--- src/rtl/cc_enc_pkg.sv ---
package cc_enc_pkg;

    localparam logic [6:0] NULL_DATA = 7'h00;

    // half-bit slot layout of one caption line
    localparam int RUNIN_END    = 13;   // slots 0..12 run-in
    localparam int GAP_END      = 17;   // slots 13..16 low
    localparam int START_END    = 19;   // slots 17..18 start bit
    localparam int DATA_BITS    = 16;
    localparam int FRAME_HALVES = START_END + 2 * DATA_BITS;

    typedef enum logic [1:0] {
        ST_IDLE,
        ST_WAIT,
        ST_SEND
    } tx_state_e;

    function automatic logic [7:0] with_odd_parity(input logic [6:0] d);
        return {~(^d), d};
    endfunction

endpackage

--- src/rtl/cc_regs.sv ---
module cc_regs (
    input  logic       clk,
    input  logic       rst_n,
    input  logic       wr_en,
    input  logic [2:0] wr_addr,
    input  logic [7:0] wr_data,
    input  logic       cap_en,
    input  logic       cap_fld,
    output logic [6:0] cap_b1,
    output logic [6:0] cap_b2,
    output logic [1:0] fld_en
);
    import cc_enc_pkg::*;

    localparam logic [2:0] CTL_ADDR = 3'd4;

    typedef struct packed {
        logic [3:0][6:0] chars;
        logic [1:0]      en;
    } regs_t;

    regs_t r_d, r_q;

    always_comb begin
        r_d = r_q;
        if (cap_en) begin
            r_d.chars[{cap_fld, 1'b0}] = NULL_DATA;
            r_d.chars[{cap_fld, 1'b1}] = NULL_DATA;
        end
        if (wr_en) begin
            if (!wr_addr[2]) begin
                r_d.chars[wr_addr[1:0]] = wr_data[6:0];
            end else if (wr_addr == CTL_ADDR) begin
                r_d.en = wr_data[1:0];
            end
        end
    end

    always_ff @(posedge clk) begin
        if (!rst_n) begin
            r_q <= '0;
        end else begin
            r_q <= r_d;
        end
    end

    assign cap_b1 = r_q.chars[{cap_fld, 1'b0}];
    assign cap_b2 = r_q.chars[{cap_fld, 1'b1}];
    assign fld_en = r_q.en;

    // a launched field falls back to null unless rewritten
    p_null_reload_r8: assert property (@(posedge clk) disable iff (!rst_n)
        (cap_en && !(wr_en && !wr_addr[2] && (wr_addr[1] == cap_fld)))
        |=> (r_q.chars[{$past(cap_fld), 1'b0}] == NULL_DATA)
         && (r_q.chars[{$past(cap_fld), 1'b1}] == NULL_DATA));

    // character write keeps bits 6:0, host bit 7 dropped
    p_bit7_ignored_r7: assert property (@(posedge clk) disable iff (!rst_n)
        (wr_en && !wr_addr[2])
        |=> ({1'b0, r_q.chars[$past(wr_addr[1:0])]} == $past(wr_data & 8'h7F)));

    // control write loads the two enables only
    p_ctl_write_r2: assert property (@(posedge clk) disable iff (!rst_n)
        (wr_en && (wr_addr == CTL_ADDR))
        |=> ({6'b0, r_q.en} == $past(wr_data & 8'h03)));

endmodule

--- src/rtl/cc_field_cnt.sv ---
module cc_field_cnt (
    input  logic       clk,
    input  logic       rst_n,
    input  logic       field_sel,
    output logic [1:0] fld_count
);

    typedef struct packed {
        logic       prev;
        logic [1:0] cnt;
    } fcnt_t;

    fcnt_t s_d, s_q;

    always_comb begin
        s_d      = s_q;
        s_d.prev = field_sel;
        if (field_sel != s_q.prev) begin
            s_d.cnt = s_q.cnt + 2'd1;
        end
    end

    always_ff @(posedge clk) begin
        if (!rst_n) begin
            s_q <= '0;
        end else begin
            s_q <= s_d;
        end
    end

    assign fld_count = s_q.cnt;

    // each field change advances the counter by one
    p_cnt_step_r10: assert property (@(posedge clk) disable iff (!rst_n)
        (field_sel != s_q.prev) |=> (s_q.cnt == $past(s_q.cnt) + 2'd1));

endmodule

--- src/rtl/cc_phase.sv ---
module cc_phase #(
    parameter int LINE_CLKS       = 858,
    parameter int HALVES_PER_LINE = 64
) (
    input  logic clk,
    input  logic rst_n,
    input  logic clear,
    output logic tick
);

    localparam int ACC_W = $clog2(LINE_CLKS);
    localparam logic [ACC_W:0] INC = (ACC_W + 1)'(HALVES_PER_LINE);
    localparam logic [ACC_W:0] LIM = (ACC_W + 1)'(LINE_CLKS);

    typedef struct packed {
        logic [ACC_W-1:0] acc;
    } ph_t;

    ph_t p_d, p_q;
    logic [ACC_W:0] sum;

    always_comb begin
        sum  = {1'b0, p_q.acc} + INC;
        tick = (sum >= LIM);
        p_d  = p_q;
        if (clear) begin
            p_d.acc = '0;
        end else if (tick) begin
            p_d.acc = ACC_W'(sum - LIM);
        end else begin
            p_d.acc = ACC_W'(sum);
        end
    end

    always_ff @(posedge clk) begin
        if (!rst_n) begin
            p_q <= '0;
        end else begin
            p_q <= p_d;
        end
    end

    // half-bit slots are many clocks long, ticks never adjacent
    p_tick_gap_r5: assert property (@(posedge clk) disable iff (!rst_n)
        (tick && !clear) |=> !tick);

endmodule

--- src/rtl/cc_serial.sv ---
module cc_serial #(
    parameter int START_DLY = 142
) (
    input  logic       clk,
    input  logic       rst_n,
    input  logic       load,
    input  logic [6:0] b1,
    input  logic [6:0] b2,
    input  logic       tick,
    output logic       phase_clr,
    output logic       busy,
    output logic       cc_data,
    output logic       cc_active
);
    import cc_enc_pkg::*;

    localparam int DLY_W  = $clog2(START_DLY + 1);
    localparam int HIDX_W = $clog2(FRAME_HALVES);

    typedef struct packed {
        tx_state_e               state;
        logic [DLY_W-1:0]        dly;
        logic [HIDX_W-1:0]       hidx;
        logic [DATA_BITS-1:0]    frame;
    } ser_t;

    ser_t s_d, s_q;

    always_comb begin
        s_d       = s_q;
        phase_clr = 1'b0;
        unique case (s_q.state)
            ST_IDLE: begin
                if (load) begin
                    s_d.state = ST_WAIT;
                    s_d.dly   = '0;
                    s_d.frame = {with_odd_parity(b2), with_odd_parity(b1)};
                end
            end
            ST_WAIT: begin
                if (s_q.dly == DLY_W'(START_DLY - 1)) begin
                    s_d.state = ST_SEND;
                    s_d.hidx  = '0;
                    phase_clr = 1'b1;
                end else begin
                    s_d.dly = s_q.dly + 1'b1;
                end
            end
            ST_SEND: begin
                if (tick) begin
                    if (s_q.hidx == HIDX_W'(FRAME_HALVES - 1)) begin
                        s_d.state = ST_IDLE;
                    end else begin
                        s_d.hidx = s_q.hidx + 1'b1;
                    end
                end
            end
            default: s_d.state = ST_IDLE;
        endcase
    end

    always_ff @(posedge clk) begin
        if (!rst_n) begin
            s_q <= '0;
        end else begin
            s_q <= s_d;
        end
    end

    // waveform decode of the current half-bit slot
    always_comb begin
        cc_data = 1'b0;
        if (s_q.hidx < HIDX_W'(RUNIN_END)) begin
            cc_data = ~s_q.hidx[0];
        end else if (s_q.hidx < HIDX_W'(GAP_END)) begin
            cc_data = 1'b0;
        end else if (s_q.hidx < HIDX_W'(START_END)) begin
            cc_data = 1'b1;
        end else begin
            for (int k = 0; k < DATA_BITS; k++) begin
                if ((s_q.hidx == HIDX_W'(START_END + 2 * k)) ||
                    (s_q.hidx == HIDX_W'(START_END + 2 * k + 1))) begin
                    cc_data = s_q.frame[k];
                end
            end
        end
        cc_active = (s_q.state == ST_SEND);
        if (!cc_active) begin
            cc_data = 1'b0;
        end
    end

    assign busy = (s_q.state != ST_IDLE);

    // a new line is only accepted when nothing is in flight
    p_load_idle_r3: assert property (@(posedge clk) disable iff (!rst_n)
        load |-> (s_q.state == ST_IDLE));

    // captured frame stays fixed for the whole line
    p_frame_hold_r9: assert property (@(posedge clk) disable iff (!rst_n)
        (s_q.state != ST_IDLE) |=> $stable(s_q.frame));

    // both captured characters carry odd parity
    p_parity_r7: assert property (@(posedge clk) disable iff (!rst_n)
        (load && (s_q.state == ST_IDLE))
        |=> ((^s_q.frame[7:0]) && (^s_q.frame[15:8])));

    // the slot index only moves on a phase tick
    p_slot_step_r5: assert property (@(posedge clk) disable iff (!rst_n)
        ((s_q.state == ST_SEND) && !tick) |=> $stable(s_q.hidx));

endmodule

--- src/rtl/cc_line_enc.sv ---
module cc_line_enc #(
    parameter int LINE_CLKS       = 858,
    parameter int HALVES_PER_LINE = 64,
    parameter int START_DLY       = 142,
    parameter int CC_LINE         = 21,
    parameter int LINE_W          = 10
) (
    input  logic              clk,
    input  logic              rst_n,
    input  logic              wr_en,
    input  logic [2:0]        wr_addr,
    input  logic [7:0]        wr_data,
    input  logic              line_start,
    input  logic [LINE_W-1:0] line_num,
    input  logic              field_sel,
    output logic              cc_data,
    output logic              cc_active,
    output logic [1:0]        fld_count
);

    logic [6:0] cap_b1, cap_b2;
    logic [1:0] fld_en;
    logic       busy, launch, tick, phase_clr;

    assign launch = line_start
                 && (line_num == LINE_W'(CC_LINE))
                 && fld_en[field_sel]
                 && !busy;

    cc_regs u_regs (
        .clk     (clk),
        .rst_n   (rst_n),
        .wr_en   (wr_en),
        .wr_addr (wr_addr),
        .wr_data (wr_data),
        .cap_en  (launch),
        .cap_fld (field_sel),
        .cap_b1  (cap_b1),
        .cap_b2  (cap_b2),
        .fld_en  (fld_en)
    );

    cc_field_cnt u_fcnt (
        .clk       (clk),
        .rst_n     (rst_n),
        .field_sel (field_sel),
        .fld_count (fld_count)
    );

    cc_phase #(
        .LINE_CLKS       (LINE_CLKS),
        .HALVES_PER_LINE (HALVES_PER_LINE)
    ) u_phase (
        .clk   (clk),
        .rst_n (rst_n),
        .clear (phase_clr),
        .tick  (tick)
    );

    cc_serial #(
        .START_DLY (START_DLY)
    ) u_ser (
        .clk       (clk),
        .rst_n     (rst_n),
        .load      (launch),
        .b1        (cap_b1),
        .b2        (cap_b2),
        .tick      (tick),
        .phase_clr (phase_clr),
        .busy      (busy),
        .cc_data   (cc_data),
        .cc_active (cc_active)
    );

    // strobe only rises after a launch sequence, never while idle-disabled
    p_enable_gate_r3: assert property (@(posedge clk) disable iff (!rst_n)
        (!busy && !launch) |=> !cc_active);

endmodule

--- config.mk ---
export PLATFORM = sky130hd
export DESIGN_NAME = cc_line_enc
export DESIGN_NICKNAME = d
export VERILOG_FILES = /design/src/rtl/cc_enc_pkg.sv /design/src/rtl/cc_regs.sv /design/src/rtl/cc_field_cnt.sv /design/src/rtl/cc_phase.sv /design/src/rtl/cc_serial.sv /design/src/rtl/cc_line_enc.sv
export SDC_FILE = /design/constraint.sdc
export NUM_CORES = 1
export LEC_CHECK = 0
export BUFFER_PORTS_ARGS = -buffer_cell sky130_fd_sc_hd__buf_2
export CORE_UTILIZATION = 60
export DETAILED_ROUTE_END_ITERATION = 7
export GPL_TIMING_DRIVEN = 1
export PLACE_DENSITY_LB_ADDON = 0.3
export SLEW_MARGIN = 25
export SYNTH_ARGS = -nofsm -noshare
export SYNTH_HDL_FRONTEND = slang
export SYNTH_SLANG_ARGS = --single-unit
export TNS_END_PERCENT = 5
--- constraint.sdc ---
create_clock -name clk -period 2.9 [get_ports clk]
set_input_delay 0.29 -clock clk [delete_from_list [all_inputs] [get_ports clk]]
set_output_delay 0.29 -clock clk [all_outputs]
set_load 0.03 [all_outputs]
==> results of run 1 <==
==> layout make-up <==
| type | count | area share [%] |
|---|---|---|
| clock buffers | 10 | 2.82 |
| clock inverters | 6 | 1.99 |
| inverters | 13 | 1.08 |
| multi-input cells | 341 | 54.6 |
| flip-flops and latches | 74 | 32.9 |
| well taps | 77 | 2.13 |
| repair buffers | 36 | 4.49 |
==> worst max path at each step <==
stage	from	endpoint	slack, ns	cells after the start
2_1_floorplan	u_ser.s_q[16]	cc_data	0.49	8
3_3_place_gp	u_ser.s_q[16]	cc_data	0.31	9
3_5_place_dp	u_ser.s_q[16]	cc_data	0.27	9
4_1_cts	u_ser.s_q[16]	cc_data	0.05	9
5_1_grt	u_ser.s_q[16]	cc_data	-0.01	8
6_report	u_ser.s_q[16]	cc_data	0.1	8
==> timing repair <==
| item | CTS | global route |
|---|---|---|
| endpoints found under the setup margin | 1 | 1 |
| pin swaps | 1 | 4 |
| setup buffers | 0 | 1 |
| resized for setup | 2 | 8 |
| hold buffers | 0 | 0 |
| endpoints found under the hold margin | 0 | 0 |
| cloned | 0 | 0 |
==> cell usage in the layout, fill, tap and decap left out, types with 3 or more instances in the layout <==
cell type,synthesis,final
buf_2,1,27
a31oi_1,4,4
nor3b_1,5,5
a32oi_1,13,13
a21oi_1,17,17
nand3_1,7,7
xor2_1,21,21
nor2b_1,47,47
inv_1,12,11
mux2_2,15,15
o2111ai_1,7,7
nor2_1,28,28
o21ai_0,16,16
and3b_1,3,3
xnor2_1,19,19
nor3_1,6,6
mux2i_1,18,18
buf_4,2,9
ha_1,10,8
o22ai_1,4,4
o211ai_1,3,3
and3_1,7,7
nand3b_1,4,4
nand2b_1,4,4
nand4_1,7,7
and2_1,11,11
nand2_1,19,19
clkbuf_8,0,9
a22oi_1,18,18
dfxtp_1,74,72
==> registers in the layout, summed over array words and instances, names as in the netlist <==
register          cells
u_fcnt.fld_count      2
u_phase.p_q           9
u_regs.fld_en         2
u_ser.s_q            32
u_regs.r_q           28
u_fcnt.s_q            1
==> routing by layer <==
layer,track usage [%],routed length (um),vias up,share of wire [%]
met3,5.25,466,10,5.3
met1,35.7,4210,1550,47
met4,9.40,114,0,1.3
li1,-,-,1659,-
met5,0,0,-,0
met2,42.1,4070,100,46
==> kinds of logic (layout without fill, tap and decap cells) <==
logic type	after synthesis	after routing	share of synthesized area (%)
simple gates	162	162	22.8
buf+inv	39	65	4.76
mux	36	36	9.47
fa+ha+maj	10	10	3.03
compound gates	93	93	15.5
xor+xnor	40	40	8.50
flops	74	74	35.9
==> power by group <==
group	leakage (uW)	total, uW	switching [uW]	internal, uW
clock network	0.000107	878	391	487
registers	0.000600	1050	14.9	1030
logic	0.000937	174	98.0	75.5
total	0.00164	2100	504	1590
==> metrics by stage <==
step,setup slack [ns],std cells
2_1_floorplan,0.487,454
3_3_place_gp,0.313,540
3_5_place_dp,0.272,540
4_1_cts,0.0491,556
5_1_grt,-0.0118,557
6_report,0.0994,557
==> worst max-delay path: stages, from the launching register on <==
cell and delay, ns:
dfxtp_4 0.37, ha_1 0.23, and3_1 0.22, mux2_4 0.29
a311oi_2 0.30, o21ai_1 0.12, a2111oi_2 0.33, a21oi_1 0.12
buf_4 0.18
==> summary.md, run 1 <==
| Metric | Value |
|---|---|
| WP data required | 2.61 ns |
| Top Ports | 30 |
| Max-cap check violation count | 0 |
| Crit path launch type | flop |
| GRT overflow | 0 |
| Failing checks | design-rule violations |
| Antenna fix cells | 0 |
| GPL Wtd Cong | 0.874 |
| DRC | 3 |
| Register-to-Register Path Depth | 7 |
| Fillers | 498 |
| Cell variety after synth | 57 |
| Synthesized instance count | 454 |
| Pleak | 0.00164 uW |
| Total power | 2100 uW |
| Max frequency | between 300 and 400 MHz |
| Worst r2r dst | u_regs.r_q[15] |
| Post-synth top area share | 35.9% |
| Num rows | 29 |
| Clock sinks | 74 |
| R2R Path Start | u_ser.s_q[31] |
| Number of global-route vias before repair | around 3100 |
| Area of the mapped netlist | 4120 um2 |
| Crit path time final | 2.80 ns |
| Final hold slack | 0.286 ns |
| Drt pass-1 iters | 6 |
| Min-delay src | wr_data[4] |
| Synth area leaders | dfxtp_1, nor2b_1, xor2_1, mux2i_1, mux2_2 |
| P per Cell Area | 464 nW/um2 |
| Data arrival time of the worst path | around 2.5 ns |
| Antenna violations before repair | 0 |
| Outcome | complete, but fails checks |
| First-pass GRT wire length | 15000 um |
| GRT Util Overall | 26.4% |
| Mean Syn Cell Area | 9.08 um2 |
| Critical path class | flop to output port |
| Reg2Reg Setup Slack | 0.64 ns |
| Peak supply drop | 0.304 mV |
| Synth Net Count | 490 |
| Final setup viols | 0 |
| Layout cells sized above 1 | 16.9% |
| Post-synthesis sequential area ratio | 35.9% |
| Clk Latency, worst-skew pair | between 0.3 and 0.4 ns |
| Core ar. | 6490 um2 |
| HP Class | primary input to flop |
| Hold EP | u_regs.r_q[6] |
| Relative slew slack | 52.4% |
| Largest net degree at the start of global routing | 32 |
| Port Buffers | 28 |
| Synth area leader | dfxtp_1 |
| Worst slew pin tran | 0.712 ns |
| Post-layout util | between 60% and 70% |
| Avg WL per Cell | 15.9 um |
| Top_reg_cell synth | dfxtp_1 |
| Routed via count | 3319 |
| Clk buf depth | 2 |
| Multi-input logic area | 2470 um2 |
| Worst Setup End Kind | output port |
| Die W | 84.9 um |
| Worst Hold Depth | 3 |
| Die height | 84.9 um |
| Final wirelength | just under 9000 um |
| Final Cycle Share | a little over nine tenths |
| P&R area growth vs syn | 9.59% |
| CP max FO | 6 |
| Detail Route Antenna Nets | 0 |
| Max-slew violation count | 0 |
| Vias/cell | 5.96 |
| Fin Setup TNS | 0 ns |
| EDFF count, synth | 0 |
| Yosys reg bits | 74 |
| Cell with the most instances after synthesis | dfxtp_1 |
| Number of H-tree levels | 3 |
| Root buf cell | clkbuf_8 |
| Endpoints failing hold | 0 |
| CTS tree | yes |
| 1st-iter DRT viols | 253 |
| Sequential Area | 1490 um2 |
| Skew final | around 0.011 ns |
| Post-synth ARST share | 0% |
| Initial Utilization | around 63% |
| DP Area | 4260 um2 |
| Clk pin slew, worst setup/hold paths | 0.08 ns |
| Synth top cells by count | dfxtp_1, nor2b_1, nor2_1 |
| DIE AREA | ~7000 um2 |
| Final instance area | 4520 um2 |
| Fin nets | about 510 |
| Cts bufs inserted | 9 |
| Post-DP HPWL | 6150 um |
| Ys Warns | 0 |
(Power assumes the default switching activity.)
==> run 2: changes to the inputs <==
- BUFFER_PORTS_ARGS: -buffer_cell sky130_fd_sc_hd__buf_2 -> -buffer_cell sky130_fd_sc_hd__clkbuf_2
- CORE_UTILIZATION: 60 -> 65
- clock period: 2.9 -> 3.4 ns (I/O delays scaled with it)
==> run 2 against run 1 <==
The run now ends clean. Routed wire length increased by 0.70%. Design area decreased by 1.2%. Sequential power decreased by 15%. Utilization increased by 4.5 points. Global-route usage increased by 2.2 points. Sequential share of layout area increased by 0.27 points. Die area decreased by 7.5%. Flip-flop and latch count unchanged. Hold slack improved by 0.058 ns. Clock skew increased by 0.0015 ns. Clock-buffer cell count increased by 1. First-iteration DRC count decreased by 7.5%.
==> summary.md, run 2 (same netlist as run 1, synthesis figures left out) <==
| Metric | Value |
|---|---|
| WP data required | 3.06 ns (+0.45 ns) |
| Core ar. | 6030 um2 (-7.2%) |
| Place WS | 0.671 ns (+0.399 ns) |
| P per Cell Area | 404 nW/um2 (-13%) |
| Antenna fix cells | 0 (unchanged) |
| Clock share of power | 42.3% (+0.4 points) |
| Most common cell after layout, fill and taps aside | dfxtp_1 |
| Clk pin slew, worst setup/hold paths | 0.08 ns (about the same) |
| Final wirelength | 8920 um (+0.70%) |
| # hold bufs at CTS | 0 (unchanged) |
| Most frequent cells in the layout | dfxtp_1, nor2b_1, nor2_1, clkbuf_2, xor2_1 |
| Max-slew violation count | 0 (unchanged) |
| Net load switching power | 411 uW (-18%) |
| Top reg by flops | u_ser.s_q |
| Total power | 1800 uW (-14%) |
| Root buf cell | clkbuf_8 |
| Number of H-tree levels | 3 (unchanged) |
| Worst Setup End Kind | output port |
| Layout Cells excl Fill | 550 (-1.3%) |
| Max-cap check violation count | 0 (unchanged) |
| Outcome | completed |
| Clock sinks | 74 (unchanged) |
| Number of flip-flops in the largest register | 32 (unchanged) |
| P&R area growth vs syn | 8.32% |
| HP Class | primary input to flop |
| Layout cells sized above 1 | 14.9% (-1.9 points) |
| GRT Util Overall | 28.6% (+2.2 points) |
| Top flop regs | u_ser.s_q (32), u_regs.r_q (28), u_phase.p_q (9) |
| Max frequency | between 300 and 400 MHz |
| DIE AREA | 6670 um2 (-7.5%) |
| Num rows | 28 (-3.4%) |
| Initial Utilization | 68.4% (+4.9 points) |
| Detail Route Antenna Nets | 0 (unchanged) |
| GPL Wtd Cong | 0.930 (+6.4%) |
| Die height | 81.6 um (-3.8%) |
| Drt pass-1 iters | 5 (-1) |
| Vias/cell | 6.15 (+3.3%) |
| Critical path class | flop to output port |
| First-pass GRT wire length | 14400 um (-4.0%) |
| Cts bufs inserted | 9 (unchanged) |
| Largest net degree at the start of global routing | 34 (+6.3%) |
| Placed cell count | 535 (-0.93%) |
| Post-DP HPWL | 6240 um (+1.5%) |
| CP max FO | 7 (+1) |
| Routed via count | 3385 (+2.0%) |
| Fin Setup TNS | 0 ns (unchanged) |
| Comb pwr share | 8.2% (about the same) |
| Endpoints failing hold | 0 (unchanged) |
| DP Area | 4240 um2 (-0.59%) |
| DRC | 0 (-3) |
| Sequential share of power | 49.5% (-0.4 points) |
| Relative slew slack | 46.0% (-6.4 points) |
| Clk Latency, worst-skew pair | 0.35 ns (about the same) |
| Data arrival time of the worst path | 2.80 ns (+0.29 ns) |
| CTS tree | yes |
| Final instance area | 4470 um2 (-1.2%) |
| Number of global-route vias before repair | 3133 (+0.064%) |
| Antenna violations before repair | 0 (unchanged) |
| Cts repair resizes | 0 (-2) |
| Peak supply drop | 0.431 mV (+42%) |
| Sw Ratio | 22.8% (-1.2 points) |
| Final setup viols | 0 (unchanged) |
| M1 GR Usage | 37.2% (+1.5 points) |
| RSZ-0062 raised after global routing | false |
| Port Buffers | 28 (unchanged) |
| Avg WL per Cell | 16.2 um (+2.0%) |
| GRT busiest layer | met2 |
| Int Pwr | 1390 uW (-13%) |
| Die W | 81.6 um (-3.8%) |
| Worst Setup Slack, final | 0.261 ns (+0.161 ns) |
| Skew final | 0.0124 ns (+0.00152 ns) |
| Worst slew pin tran | 0.806 ns (+0.0937 ns) |
| Final Cycle Share | 92.3% |
| Fin nets | 507 (-0.78%) |
| 1st-iter DRT viols | 234 (-7.5%) |
| Clk buf depth | 2 (unchanged) |
| M2 GR Usage | 45.3% (+3.2 points) |
| Pleak | 0.00162 uW (-1.3%) |
| Top Ports | 30 (unchanged) |
| GRT met3 Usage | 7.44% (+2.2 points) |
| Crit path time final | 3.14 ns |
| Setup repair bufs after CTS | 0 (unchanged) |
| Crit path launch type | flop |
| GRT overflow | 0 (unchanged) |
## run 2: cell count changes in the layout (fill, tap and decap cells not counted), sizes merged
cell	change
clkinv	-2
inv	-1
clkinvlp	+1
clkbuf	+29
buf	-32
## run 2: metal layers
| layer | part of all wire (%) | vias to the layer above |
|---|---|---|
| met4 | 2.1 | 0 |
| li1 | - | 1659 |
| met2 | 46 | 119 |
| met5 | 0 | - |
| met1 | 47 | 1589 |
| met3 | 5.3 | 18 |
## run 2: area by class of cell
cell class / instances / area (um2)
multi-input cells: 341 / 2440
fillers: 449 / 1560
flip-flops and latches: 74 / 1480
repair buffers: 32 / 170
clock buffers: 11 / 151
well taps: 75 / 93.8
clock inverters: 4 / 75.1
inverters: 13 / 48.8
## run 2: worst paths after layout
kind	startpoint	endpoint	slack (ns)	cells past startpoint
min	wr_data[1]	u_regs.fld_en[1]	0.34	3
min reg2reg	u_ser.s_q[15]	u_ser.s_q[15]	0.49	2
max	u_ser.s_q[16]	cc_data	0.26	9
max reg2reg	u_ser.s_q[31]	u_ser.s_q[4]	0.96	6
## run 2: critical path, stage by stage, from the launching register on
cell and delay, ns:
dfxtp_1 0.44, inv_1 0.12, ha_1 0.30, nor3b_1 0.18
mux2_4 0.31, a311oi_2 0.30, o21ai_1 0.10, a2111oi_0 0.37
a21oi_1 0.14, clkbuf_2 0.20
## run 2: power groups by stage
stage / clock network, uW / registers, uW / logic, uW
6_report: 764 / 894 / 147
3_3_place_gp: 0 / 912 / 140
3_5_place_dp: 0 / 913 / 145
5_1_grt: 806 / 895 / 163
4_1_cts: 773 / 893 / 146
2_1_floorplan: 0 / 910 / 103
## run 2: through the flow
step	hold WS, ns	utilization (%)
floorplan	0.446	-
CTS	0.333	74.1
global route	0.370	74.1
finish	0.344	74.1
detailed placement	0.483	70.3
global placement	0.464	70.3
==> run 3: changes to the inputs <==
- CORE_MARGIN: default -> 3
==> run 3 against run 2 <==
Hold slack improved by 0.011 ns. Routed wire length decreased by 1.1%. Setup slack improved by 0.019 ns. Utilization decreased by 0.56 points. Combinational power about the same. Global-route usage decreased by 3.3 points. Die area increased by 10%. Clock power decreased by 11%. Register-to-register slack got worse by 0.09 ns. Total power decreased by 4.8%. Via count about the same. Sequential share of layout area increased by 0.25 points. Critical path type unchanged. Critical endpoint unchanged.
==> summary.md, run 3 (same netlist as run 1, synthesis figures left out) <==
| Metric | Value |
|---|---|
| Fin nets | 507 (unchanged) |
| Clock sinks | 74 (unchanged) |
| Die W | 85.6 um (+4.9%) |
| Top flop regs | u_ser.s_q (32), u_regs.r_q (28), u_phase.p_q (9) |
| # hold bufs at CTS | 0 (unchanged) |
| Setup repair bufs after CTS | 0 (unchanged) |
| Worst slew pin tran | 0.774 ns (-0.0321 ns) |
| Max-slew violation count | 0 (unchanged) |
| Largest net degree at the start of global routing | 41 (+21%) |
| DRC | 0 (unchanged) |
| Initial Utilization | 68.4% (unchanged) |
| GRT overflow | 0 (unchanged) |
| Port Buffers | 28 (unchanged) |
| Critical path class | flop to output port |
| Fillers | 435 (-3.1%) |
| Worst-path cell chain | inv_1, ha_1, nor3b_1, mux2_4, a311oi_2, o21ai_1, a2111oi_0, a21oi_1, clkbuf_2 |
| Most frequent cells in the layout | dfxtp_1, nor2b_1, nor2_1, clkbuf_2, xor2_1 |
| Peak supply drop | 0.253 mV (-41%) |
| Worst Setup End Kind | output port |
| GPL Wtd Cong | 0.905 (-2.7%) |
| Final Cycle Share | 91.8% (-0.55 points) |
| Detail Route Antenna Nets | 0 (unchanged) |
| Clk pin slew, worst setup/hold paths | 0.08 ns (about the same) |
| Cts repair resizes | 0 (unchanged) |
| Number of flip-flops in the largest register | 32 (unchanged) |
| P&R area growth vs syn | 7.50% |
| Crit path time final | 3.12 ns (-0.0189 ns) |
| Max-cap check violation count | 0 (unchanged) |
| Layout cells sized above 1 | 14.9% (unchanged) |
| Data arrival time of the worst path | 2.78 ns (-0.02 ns) |
| Vias/cell | 6.16 (about the same) |
| Fin Setup TNS | 0 ns (unchanged) |
| Final wirelength | 8820 um (-1.1%) |
| First-pass GRT wire length | 15100 um (+4.7%) |
| P per Cell Area | 388 nW/um2 (-4.1%) |
| Cts bufs inserted | 9 (unchanged) |
| Skew final | 0.0104 ns (-0.00193 ns) |
| DIE AREA | 7330 um2 (+10%) |
| Final setup viols | 0 (unchanged) |
| HP Class | primary input to flop |
| GRT Util Overall | 25.3% (-3.3 points) |
| CP max FO | 7 (unchanged) |
| Place WS | 0.666 ns (-0.00597 ns) |
| Routed via count | 3388 (+0.089%) |
| Crit path launch type | flop |
| Number of global-route vias before repair | 3180 (+1.5%) |
| Num rows | 28 (unchanged) |
| Outcome | completed |
| Drt pass-1 iters | 7 (+2) |
| Endpoints failing hold | 0 (unchanged) |
| Number of H-tree levels | 3 (unchanged) |
| Root buf cell | clkbuf_8 |
| 1st-iter DRT viols | 263 (+12%) |
| CTS tree | yes |
| Most common cell after layout, fill and taps aside | dfxtp_1 |
| Die height | 85.6 um (+4.9%) |
| Max frequency | 320 MHz (+0.60%) |
| Relative slew slack | 48.2% (+2.1 points) |
| Top Ports | 30 (unchanged) |
| Top reg by flops | u_ser.s_q |
| Clk buf depth | 2 (unchanged) |
| Clk Latency, worst-skew pair | 0.34 ns (about the same) |
| Critical Path Slowest Stage Cell | dfxtp_1 |
| Antenna violations before repair | 0 (unchanged) |
| Avg WL per Cell | 16.0 um (-1.1%) |
| Antenna fix cells | 0 (unchanged) |
| RSZ-0062 raised after global routing | false |
| Post-DP HPWL | 6220 um (-0.45%) |
| Slowest stage delay, CP | 0.42 ns (-0.02 ns) |
| Worst Setup Slack, final | 0.280 ns (+0.0189 ns) |
| WP data required | 3.06 ns (about the same) |
| Core ar. | 6030 um2 (unchanged) |
| Pleak | 0.00161 uW (-0.83%) |
-- run 3: changes by cell type in the layout (fill, tap and decap cells not counted), sizes merged --
cell    change
bufinv      -1
clkbuf      -1
clkinv      +2
-- run 3: per-layer routing --
metal	global-route usage (%)	share of wire, %	vias to the layer above
li1	-	-	1653
met1	34.2	47	1599
met2	40.1	45	115
met3	5.09	5.7	21
met4	9.21	2.0	0
met5	0	0	-
-- run 3: worst paths after layout --
kind,startpoint,endpoint,slack (ns),depth (start not counted)
worst max-delay path,u_ser.s_q[16],cc_data,0.28,9
worst min-delay path,wr_data[5],u_regs.r_q[21],0.36,3
worst max register to register,u_ser.s_q[31],u_regs.r_q[8],0.87,6
worst min register to register,u_ser.s_q[7],u_ser.s_q[7],0.49,2
-- run 3: through the flow --
step	instances	hold slack (ns)	area, um2	utilization (%)	total power (uW)
global placement	535	0.472	4240	70.3	1050
CTS	550	0.344	4430	73.5	1730
floorplan	454	0.446	4120	-	1010
detailed placement	535	0.460	4240	70.3	1060
global route	550	0.348	4430	73.5	1790
finish	550	0.355	4430	73.5	1720
-- run 3: layout make-up --
| type | instances | area [um2] | share of cell area [%] |
|---|---|---|---|
| inverter | 13 | 48.8 | 1.10 |
| multi-input combinational | 341 | 2440 | 55.2 |
| sequential | 74 | 1480 | 33.4 |
| timing repair buffer | 32 | 170 | 3.84 |
| clock inverter | 5 | 55.1 | 1.24 |
| clock buffer | 10 | 138 | 3.11 |
| tap | 75 | 93.8 | 2.12 |
-- run 3: report_power, final --
part | switching [uW] | total [uW] | internal, uW
clock | 325 | 678 | 352
combinational | 82.2 | 146 | 64.2
sequential | 13.3 | 893 | 880
total | 421 | 1720 | 1300
-- run 3: worst max-delay path, delay by kind of cell, from the launching register on --
| family | cells | cell delay, ns |
|---|---|---|
| AO/OA/AOI/OAI | 4 | 0.92 |
| adder cells (fa/ha/maj) | 1 | 0.29 |
| buffers and inverters | 2 | 0.31 |
| flip-flops | 1 | 0.42 |
| multiplexers | 1 | 0.31 |
| AND/OR/NAND/NOR | 1 | 0.19 |
